--- config.mk ---
export PLATFORM = sky130hd
export DESIGN_NAME = byte_lane_transposer
export DESIGN_NICKNAME = d
export VERILOG_FILES = /design/src/rtl/blt_pkg.sv /design/src/rtl/blt_bank.sv /design/src/rtl/blt_collector.sv /design/src/rtl/blt_emitter.sv /design/src/rtl/byte_lane_transposer.sv
export SDC_FILE = /design/constraint.sdc
export NUM_CORES = 1
export LEC_CHECK = 0
export ABC_AREA = 1
export BUFFER_PORTS_ARGS = -buffer_cell sky130_fd_sc_hd__buf_2
export CORE_AREA = 2 2 148 150
export CTS_CLUSTER_DIAMETER = 30
export DETAILED_ROUTE_END_ITERATION = 16
export DIE_AREA = 0 0 150 152
export PLACE_DENSITY = 0.88
export SLEW_MARGIN = 20
export SYNTH_ARGS = -nofsm -noshare
export SYNTH_HDL_FRONTEND = slang
export SYNTH_SLANG_ARGS = --single-unit
--- constraint.sdc ---
create_clock -name clk -period 6.5 [get_ports clk]
set_input_delay 1.3 -clock clk [delete_from_list [all_inputs] [get_ports clk]]
set_output_delay 1.3 -clock clk [all_outputs]
set_load 0.01 [all_outputs]
--- src/rtl/blt_pkg.sv ---
// Shared definitions for the byte-lane transposer.
// Assumes: bytes are 8 bits and exactly two group buffers are used.
package blt_pkg;
    localparam int BLT_BYTE_W = 8;
    localparam int BLT_LANES  = 4;

    // Identifies one of the two ping-pong group buffers.
    typedef enum logic {
        BANK_A = 1'b0,
        BANK_B = 1'b1
    } blt_bank_e;
endpackage

--- src/rtl/blt_bank.sv ---
// One group buffer: holds LANES input words, written one word at a time.
// All stored words are visible in parallel on rd_words, word i in slice i.
// Assumes: the writer never writes the buffer while it is being drained.
module blt_bank #(
    parameter int LANES  = blt_pkg::BLT_LANES,
    parameter int BYTE_W = blt_pkg::BLT_BYTE_W,
    localparam int WORD_W = LANES * BYTE_W,
    localparam int IDX_W  = $clog2(LANES)
) (
    input  logic                      clk,
    input  logic                      we,
    input  logic [IDX_W-1:0]          wr_idx,
    input  logic [WORD_W-1:0]         wr_data,
    output logic [LANES*WORD_W-1:0]   rd_words
);
    genvar g;
    generate
        for (g = 0; g < LANES; g++) begin : g_word
            logic [WORD_W-1:0] word_q;

            // Capture the input word when this slot is addressed.
            always_ff @(posedge clk) begin
                if (we && (wr_idx == IDX_W'(g))) begin
                    word_q <= wr_data;
                end
            end

            assign rd_words[g*WORD_W +: WORD_W] = word_q;
        end
    endgenerate
endmodule

--- src/rtl/blt_collector.sv ---
// Write side: counts valid input words, steers them into the filling buffer
// and, on the last word of a group, swaps buffers and raises a one-cycle
// group-done pulse naming the buffer just filled.
// Assumes: LANES is a power of two and at least 2.
module blt_collector #(
    parameter int LANES = blt_pkg::BLT_LANES,
    localparam int IDX_W = $clog2(LANES)
) (
    input  logic                   clk,
    input  logic                   rst_n,
    input  logic                   in_valid,
    output logic [IDX_W-1:0]       wr_idx,
    output logic [1:0]             bank_we,
    output logic                   done_q,
    output blt_pkg::blt_bank_e     done_sel
);
    import blt_pkg::*;

    localparam logic [IDX_W-1:0] LAST_IDX = IDX_W'(LANES - 1);

    blt_bank_e wr_sel;

    // Advance the slot counter on each valid word; swap buffers at group end.
    always_ff @(posedge clk) begin
        if (!rst_n) begin
            wr_idx   <= '0;
            wr_sel   <= BANK_A;
            done_q   <= 1'b0;
            done_sel <= BANK_A;
        end else begin
            done_q <= 1'b0;
            if (in_valid) begin
                if (wr_idx == LAST_IDX) begin
                    wr_idx   <= '0;
                    wr_sel   <= (wr_sel == BANK_A) ? BANK_B : BANK_A;
                    done_q   <= 1'b1;
                    done_sel <= wr_sel;
                end else begin
                    wr_idx <= wr_idx + 1'b1;
                end
            end
        end
    end

    genvar b;
    generate
        for (b = 0; b < 2; b++) begin : g_we
            assign bank_we[b] = in_valid && (wr_sel == blt_bank_e'(b));
        end
    endgenerate
endmodule

--- src/rtl/blt_emitter.sv ---
// Read side: on a group-done pulse, emits the transposed words of that
// buffer, one per cycle, from the output register. Word k, lane i takes
// byte k of stored word i.
// Assumes: group-done pulses are at least LANES cycles apart.
module blt_emitter #(
    parameter int LANES  = blt_pkg::BLT_LANES,
    parameter int BYTE_W = blt_pkg::BLT_BYTE_W,
    localparam int WORD_W = LANES * BYTE_W,
    localparam int IDX_W  = $clog2(LANES)
) (
    input  logic                      clk,
    input  logic                      rst_n,
    input  logic                      start,
    input  blt_pkg::blt_bank_e        start_sel,
    input  logic [LANES*WORD_W-1:0]   bank_a_words,
    input  logic [LANES*WORD_W-1:0]   bank_b_words,
    output logic [WORD_W-1:0]         out_data,
    output logic                      out_valid
);
    import blt_pkg::*;

    localparam logic [IDX_W-1:0] LAST_IDX = IDX_W'(LANES - 1);

    logic [IDX_W-1:0]        rd_idx;
    blt_bank_e               rd_sel;
    logic                    busy;
    blt_bank_e               cur_sel;
    logic [IDX_W-1:0]        cur_idx;
    logic [LANES*WORD_W-1:0] src;
    logic [WORD_W-1:0]       next_word;

    // Pick the buffer and byte row for the word about to be emitted.
    always_comb begin
        cur_sel = start ? start_sel : rd_sel;
        cur_idx = start ? '0 : rd_idx;
        src     = (cur_sel == BANK_B) ? bank_b_words : bank_a_words;
    end

    // Gather byte row cur_idx across all stored words into one word.
    always_comb begin
        next_word = '0;
        for (int i = 0; i < LANES; i++) begin
            next_word[i*BYTE_W +: BYTE_W] = src[i*WORD_W + int'(cur_idx)*BYTE_W +: BYTE_W];
        end
    end

    // Load the output register and step through the rows of a group.
    always_ff @(posedge clk) begin
        if (!rst_n) begin
            rd_idx    <= '0;
            rd_sel    <= BANK_A;
            busy      <= 1'b0;
            out_data  <= '0;
            out_valid <= 1'b0;
        end else if (start || busy) begin
            out_data  <= next_word;
            out_valid <= 1'b1;
            if (start) begin
                rd_sel <= start_sel;
                rd_idx <= IDX_W'(1);
                busy   <= 1'b1;
            end else if (rd_idx == LAST_IDX) begin
                rd_idx <= '0;
                busy   <= 1'b0;
            end else begin
                rd_idx <= rd_idx + 1'b1;
            end
        end else begin
            out_valid <= 1'b0;
        end
    end
endmodule

--- src/rtl/byte_lane_transposer.sv ---
// Top: gathers valid input words into groups of LANES and emits each group
// transposed byte-wise, using two ping-pong buffers so that a group fills
// while the previous one drains. Outputs are register-driven.
// Assumes: no back-pressure; at most one input word per cycle.
module byte_lane_transposer #(
    parameter int LANES  = blt_pkg::BLT_LANES,
    parameter int BYTE_W = blt_pkg::BLT_BYTE_W,
    localparam int WORD_W = LANES * BYTE_W,
    localparam int IDX_W  = $clog2(LANES)
) (
    input  logic              clk,
    input  logic              rst_n,
    input  logic [WORD_W-1:0] data_in,
    input  logic              data_in_valid,
    output logic [WORD_W-1:0] data_out,
    output logic              data_out_valid
);
    import blt_pkg::*;

    logic [IDX_W-1:0]        wr_idx;
    logic [1:0]              bank_we;
    logic                    grp_done;
    blt_bank_e               grp_sel;
    logic [LANES*WORD_W-1:0] bank_words [2];

    blt_collector #(.LANES(LANES)) u_collector (
        .clk      (clk),
        .rst_n    (rst_n),
        .in_valid (data_in_valid),
        .wr_idx   (wr_idx),
        .bank_we  (bank_we),
        .done_q   (grp_done),
        .done_sel (grp_sel)
    );

    genvar b;
    generate
        for (b = 0; b < 2; b++) begin : g_bank
            blt_bank #(.LANES(LANES), .BYTE_W(BYTE_W)) u_bank (
                .clk      (clk),
                .we       (bank_we[b]),
                .wr_idx   (wr_idx),
                .wr_data  (data_in),
                .rd_words (bank_words[b])
            );
        end
    endgenerate

    blt_emitter #(.LANES(LANES), .BYTE_W(BYTE_W)) u_emitter (
        .clk          (clk),
        .rst_n        (rst_n),
        .start        (grp_done),
        .start_sel    (grp_sel),
        .bank_a_words (bank_words[0]),
        .bank_b_words (bank_words[1]),
        .out_data     (data_out),
        .out_valid    (data_out_valid)
    );
endmodule

==> results of run 1 <==
## state kept, by name (all words and copies together), names as in the netlist
register                     cells
g_bank.u_bank.g_word.word_q    256
u_collector.done_q               1
u_collector.done_sel             1
u_collector.wr_idx               2
u_collector.wr_sel               1
u_emitter.busy                   1
u_emitter.out_data              32
u_emitter.out_valid              1
u_emitter.rd_idx                 2
u_emitter.rd_sel                 1
## logic make-up (layout without fill, tap and decap cells)
kind of cell | Yosys count | count (layout) | synth area share (%)
DFF | 298 | 298 | 67.8
adders and majority gates | 5 | 5 | 0.497
AOI/OAI and AO/OA | 7 | 7 | 0.318
other | 0 | 1 | 0
buffers and inverters | 335 | 440 | 10.6
and+or+nand+nor | 578 | 578 | 20.9
## critical path, delay by kind of cell, from the launching register on
kind	cells	cell delay, ns
flops	1	0.41
buf+inv	1	0.67
simple gates	7	1.81
## power breakdown
part	internal (mW)	switching, mW	leakage [nW]
logic	0.0417	0.113	3.08
registers	2.12	0.0119	2.66
clock network	1.60	0.872	0.763
total	3.76	0.997	6.50
## layout make-up
cell class                      count  area, um2  area share (%)
Antenna cell                        1       2.50          0.0170
Timing Repair Buffer               84        463            3.14
Tap cell                          280        350            2.38
Sequential cell                   298       8530            57.9
Clock inverter                     20        244            1.66
Multi-Input combinational cell    590       2800            19.0
Clock buffer                       67       1340            9.11
Inverter                          269       1010            6.85
## stage by stage
step,instances,setup WS [ns],hold slack (ns),power (mW)
after floorplan,1223,3.02,0.456,2.24
after global placement,1521,3.58,0.432,2.31
after detailed placement,1521,3.51,0.437,2.32
after CTS,1608,3.52,0.452,4.76
after global routing,1608,3.35,0.466,4.86
final,1609,3.47,0.449,4.76
## synth_stat cells (2+ instances only)
cell	n
nand3_1	353
inv_1	266
ha_1	5
nand2_2	2
nand2_1	205
a211oi_1	2
a21oi_1	4
edfxtp_1	256
clkbuf_1	18
buf_4	6
inv_2	2
dfxtp_1	42
buf_2	33
buf_1	8
nor2_1	16
## layer usage
| metal | up-vias | share of wire [%] |
|---|---|---|
| li1 | 4147 | - |
| met1 | 4404 | 35 |
| met2 | 739 | 48 |
| met3 | 133 | 12 |
| met4 | 0 | 4.6 |
| met5 | - | 0 |
## path summary, 6_finish.rpt
kind | start | end | slack (ns) | cells after the start
max | u_collector.done_q | u_emitter.out_data[19] | 3.47 | 8
min | u_emitter.out_data[22] | u_emitter.out_data[22] | 0.45 | 2
max reg2reg | u_collector.done_q | u_emitter.out_data[19] | 3.47 | 8
min reg2reg | u_emitter.out_data[22] | u_emitter.out_data[22] | 0.45 | 2
==> metrics.txt, run 1 <==
status=finished, final reports clean; Root Driver=clkbuf_16; # H-tree levels=2; chip width=about 150 um; most frequent cells in the layout=353 x nand3_1, 266 x inv_1, 256 x edfxtp_1; Starting DRT DRC Count=~1400; Post-Syn Area=12600 um2; top-area cell type share of the netlist area=between 60% and 70%; first-pass GRT wire length=about 50000 um; path type of the worst min-delay path=reg -> reg; warnings from Yosys=0; Unique masters post-synth=20; DRC viols=0; Tot GR Track Use=between 20% and 30%; Die Y-Extent=between 150 and 200 um; final wirelength=approximately 33000 um; cells along the critical path=nand2_2, nand2_2, buf_4, nand2_1, nand3_1, nand3_1, nand3_1, nand2_1; setup bufs post-CTS=0; RSZ-0062 raised after global routing=no; register area share after synthesis=between 60% and 70%; Nets=1330; share of layout cells above drive strength 1=between 10% and 20%; Synth async-reset ratio=0%; CP peak stage delay=0.80 ns; CTS buffer count=47; predominant post-synthesis flop cell=edfxtp_1; gr ovfl total=0; Hold Vio Cnt, Final=0; Critical Path Source Type=flip-flop; Pins Over Slew Limit=0; Detail Route Antenna Nets=0; setup TNS=0 ns; final setup fails=0; worst path required time=between 6 and 7 ns; Final Core Density=69.0%; highest-delay cell along the critical path=nand2_2; maximum vdd drop=around 250 uV; initial antenna violation count=1; grt met2 use=between 40% and 50%; worst path arrival time=around 3.5 ns; M3 GR Usage=about 5.8%; Finished Cell Area=roughly 15000 um2; crit end category=flip-flop; Crit Path Max Fanout=58; Core ar.=between 20000 and 25000 um2; Lkg Pwr=between 6 and 7 nW; Area contributors post-synth=edfxtp_1 61%, nand3_1 14%, inv_1 7.9%; Resize count post-CTS=0; Worst Tran Pin Value=around 1.1 ns; die area=between 20000 and 25000 um2; most numerous cell on the critical path=nand3_1; maximum clock insertion buffer count=3; total of max-cap violations=0; Syn Nets=roughly 1300; crit share post-route=46.6%; routed len/inst=a little over 20 um; Slew HR=about a quarter; Buffers on Ports=67; placed cell area=roughly 13000 um2; gpl congestion=0.852; FP Rows=54; largest net degree at the start of global routing=73; Sink Count=298; hold_buf cts=0; dpl hpwl=approximately 18000 um; CTS tree=built; Detailed Routing Iterations Pass 1=7; Initial Util=~59%; Seq cells post-synth=between 200 and 300; Yosys top cell by area=edfxtp_1; power per cell area=between 300 and 400 nW/um2; Max Freq=about 0.33 GHz; GRT Max-Usage Layer=met2; DR vias=9423; Syn Area/Cell=between 10 and 15 um2; area grow syn2layout=17.1%; met1 Use GR=around two fifths; Vias/cell=between 5 and 6; CP Class=reg -> reg; Fillers=1387; Cells after Synth=1223; Clock transition at path regs=approximately 0.050 ns; Post-synth EDFFs=~260; worst skew pair latency=between 0.5 and 0.6 ns; vias in the first global route=~9000; final setup skew=roughly 0.009 ns; Tmin final=roughly 3 ns; commonest non-fill, non-tap cell in the layout=nand3_1; I/O pin total=just under 70
(Power assumes the default switching activity.)
==> run 2: changes to the inputs <==
--- a/config.mk
+++ b/config.mk
@@ -5,13 +5,13 @@
 export SDC_FILE = /design/constraint.sdc
 export NUM_CORES = 1
 export LEC_CHECK = 0
-export ABC_AREA = 1
+export ABC_AREA = 0
 export BUFFER_PORTS_ARGS = -buffer_cell sky130_fd_sc_hd__buf_2
-export CORE_AREA = 2 2 148 150
+export CORE_AREA = 2 2 151 153
 export CTS_CLUSTER_DIAMETER = 30
 export DETAILED_ROUTE_END_ITERATION = 16
-export DIE_AREA = 0 0 150 152
-export PLACE_DENSITY = 0.88
+export DIE_AREA = 0 0 153 155
+export PLACE_DENSITY = 0.84
 export SLEW_MARGIN = 20
 export SYNTH_ARGS = -nofsm -noshare
 export SYNTH_HDL_FRONTEND = slang
==> constraint.sdc (replaced) <==
create_clock -name clk -period 2.55 [get_ports clk]
set_input_delay 0.51 -clock clk [delete_from_list [all_inputs] [get_ports clk]]
set_output_delay 0.51 -clock clk [all_outputs]
set_load 0.01 [all_outputs]
==> run 2 against run 1 <==
Net effect:
- global-route usage fell by 6.0 points
- fmax rose by 42%
- total power rose by 130%
- non-clock buffer count rose by 11
- critical endpoint is now u_emitter.out_data[10]
- sequential cell count did not move
- combinational power rose by 90%
- sequential power rose to 2.6 times the previous value
- area after synthesis fell by 6.4%
- critical path type unchanged
- design area fell by 6.4%
- clock skew rose by 0.0040 ns
==> metrics.txt, run 2 <==
Unique masters post-synth=33 (was 20); routed len/inst=24.2 um (was 20.3 um); register area share after synthesis=72.4% (was 67.8%); GRT Max-Usage Layer=met2 (unchanged); Buffers on Ports=67 (unchanged); M3 GR Usage=5.15% (was 5.80%); RSZ-0062 raised after global routing=no (unchanged); dpl hpwl=16300 um (was 18100 um); final wirelength=27700 um (was 32700 um); Die Y-Extent=155 um (was 152 um); Core ar.=22200 um2 (was 21400 um2); gpl congestion=0.801 (was 0.852); Crit Path Max Fanout=50 (was 58); most frequent cells in the layout=256 x edfxtp_1, 92 x nand2_1, 67 x buf_2 (was 353 x nand3_1, 266 x inv_1, 256 x edfxtp_1); total of max-cap violations=0 (unchanged); worst path required time=2.93 ns (was 6.93 ns); Lkg Pwr=4.82 nW (was 6.50 nW); Cells after Synth=757 (was 1223); top-count cell post-synth=edfxtp_1 (was nand3_1); crit share post-route=83.4% (was 46.6%); grt met2 use=37.5% (was 45.6%); Post-synth EDFFs=256 (unchanged); Slew HR=55.7% (was 26.6%); Synth async-reset ratio=0% (unchanged); Detail Route Antenna Nets=0 (unchanged); Max Freq=0.470 GHz (was 0.330 GHz); share of layout cells above drive strength 1=20.0% (was 13.0%); Post-Syn Area=11800 um2 (was 12600 um2); Nets=870 (was 1330); Clock transition at path regs=0.06 ns (was 0.05 ns); gr ovfl total=0 (unchanged); status=finished, final reports clean (unchanged); Biggest register=g_bank.u_bank.g_word.word_q (unchanged); top-area cell type share of the netlist area=65.3% (was 61.1%); Resize count post-CTS=0 (unchanged); Largest register FFs=256 (unchanged); commonest non-fill, non-tap cell in the layout=edfxtp_1 (was nand3_1); first-pass GRT wire length=41900 um (was 49800 um); die area=23700 um2 (was 22800 um2); worst hold slack=0.265 ns (was 0.449 ns); Area contributors post-synth=edfxtp_1 65%, dfxtp_1 7.1%, mux2i_1 5.4% (was edfxtp_1 61%, nand3_1 14%, inv_1 7.9%); setup TNS=0 ns (unchanged); CP Class=reg -> reg (unchanged); Sink Count=298 (unchanged); Root Driver=clkbuf_16 (unchanged); Fillers=1521 (was 1387); worst path arrival time=2.51 ns (was 3.46 ns); power per cell area=786 nW/um2 (was 323 nW/um2); met1 Use GR=31.1% (was 38.9%); path type of the worst min-delay path=in -> reg (was reg -> reg); hold_buf cts=0 (unchanged); area grow syn2layout=17.1% (about the same); area of the multi-input gates=3030 um2 (was 2800 um2); DR vias=7436 (was 9423); Starting DRT DRC Count=1002 (was 1379); Largest regs=g_bank.u_bank.g_word.word_q x256, u_emitter.out_data x32 (unchanged); Pins Over Slew Limit=0 (unchanged); setup bufs post-CTS=0 (unchanged); highest-delay cell along the critical path=dfxtp_1 (was nand2_2); CTS buffer count=37 (was 47); predominant post-synthesis flop cell=edfxtp_1 (unchanged); FP Rows=55 (was 54); largest net degree at the start of global routing=51 (was 73); DRC viols=0 (unchanged); crit end category=flip-flop (unchanged); setup slack, reg-to-reg=0.42 ns (was 3.47 ns); final setup fails=0 (unchanged); warnings from Yosys=0 (unchanged); Vias/cell=6.49 (was 5.86); Tot GR Track Use=22.9% (was 28.9%); final setup skew=0.0130 ns (was 0.00897 ns); maximum vdd drop=734 uV (was 254 uV); Syn Area/Cell=15.6 um2 (was 10.3 um2); vias in the first global route=7191 (was 8964); maximum clock insertion buffer count=3 (unchanged); Worst Tran Pin Value=0.664 ns (was 1.10 ns); Detailed Routing Iterations Pass 1=6 (was 7); FF/Latch Area=8530 um2 (about the same); Tmin final=2.13 ns (was 3.03 ns); Yosys top cell by area=edfxtp_1 (unchanged); CP peak stage delay=0.56 ns (was 0.80 ns); initial antenna violation count=2 (was 1); Initial Util=53.0% (was 58.9%); CTS tree=built (unchanged); # H-tree levels=2 (unchanged); Critical Path Source Type=flip-flop (unchanged); Syn Nets=797 (was 1263); chip width=153 um (was 150 um); worst skew pair latency=0.52 ns (was 0.54 ns); I/O pin total=68 (unchanged); Seq cells post-synth=298 (unchanged); Commonest cells post-synth=256 x edfxtp_1, 92 x nand2_1, 64 x mux2i_1 (was 353 x nand3_1, 266 x inv_1, 256 x edfxtp_1); Hold Vio Cnt, Final=0 (unchanged); cells along the critical path=mux2_4, buf_12, mux2i_1, a32o_1, o22ai_1 (was nand2_2, nand2_2, buf_4, nand2_1, nand3_1, nand3_1, nand3_1, nand2_1)
## run 2: cell count changes in the layout (fill, tap and decap cells not counted), sizes merged, moves of 11 or more
cell,before,now
clkbuf,67,41
nand3,353,0
a221oi,0,30
a32o,0,30
a21o,0,30
buf,84,95
nor2,16,4
o22ai,0,30
o2bb2ai,0,31
a222oi,0,30
inv,273,9
mux2i,0,64
nand2,208,92
## run 2: critical path, delay by kind of cell, from the launching register on
| family | cells | cell delay [ns] |
|---|---|---|
| DFF | 1 | 0.56 |
| buffers and inverters | 1 | 0.31 |
| AOI/OAI and AO/OA | 2 | 0.40 |
| muxes | 2 | 0.68 |
## run 2: cells by family (layout without fill, tap and decap cells)
| kind of cell | Yosys count | in the layout | synth area share (%) |
|---|---|---|---|
| multiplexers | 68 | 68 | 6.04 |
| buffers and inverters | 64 | 165 | 2.24 |
| AND/OR/NAND/NOR | 126 | 126 | 4.69 |
| AO/OA/AOI/OAI | 196 | 196 | 14.1 |
| other | 0 | 2 | 0 |
| flip-flops | 298 | 298 | 72.4 |
| adder cells (fa/ha/maj) | 5 | 5 | 0.531 |
## run 2: layout make-up
type | instances | share of cell area, %
Multi-Input combinational cell | 395 | 22.0
Antenna cell | 2 | 0.0363
Tap cell | 285 | 2.59
Inverter | 3 | 0.0816
Sequential cell | 298 | 61.8
Timing Repair Buffer | 95 | 4.68
Clock inverter | 26 | 1.86
Clock buffer | 41 | 6.97
## run 2: routing by layer
metal	share of wire (%)	up-vias
met5	0	-
met4	2.0	0
met3	10	53
met2	49	465
met1	39	3689
li1	-	3229
## run 2: final timing paths
check / from / to / cells after the start
setup / recovery: u_collector.done_q / u_emitter.out_data[10] / 5
hold reg to reg: u_emitter.out_data[13] / u_emitter.out_data[13] / 2
hold / removal: data_in[28] / g_bank[1].u_bank.g_word[3].word_q[28] / 1
setup reg to reg: u_collector.done_q / u_emitter.out_data[10] / 5
## run 2: metrics by stage
stage          instance area, um2  util, %  setup WS [ns]  std cells  power [mW]
2_1_floorplan               11800        -          0.407        757        5.67
3_3_place_gp                12600     56.6          0.574       1076        5.81
3_5_place_dp                12600     56.6          0.480       1076        5.83
4_1_cts                     13800     62.0          0.486       1143        10.9
5_1_grt                     13800     62.0          0.372       1143        11.1
6_report                    13800     62.1          0.423       1145        10.8
## run 2: where the power goes
| part | internal, mW | total, mW | switching [mW] |
|---|---|---|---|
| combinational | 0.0851 | 0.294 | 0.209 |
| sequential | 5.40 | 5.44 | 0.0366 |
| clock | 3.07 | 5.11 | 2.04 |
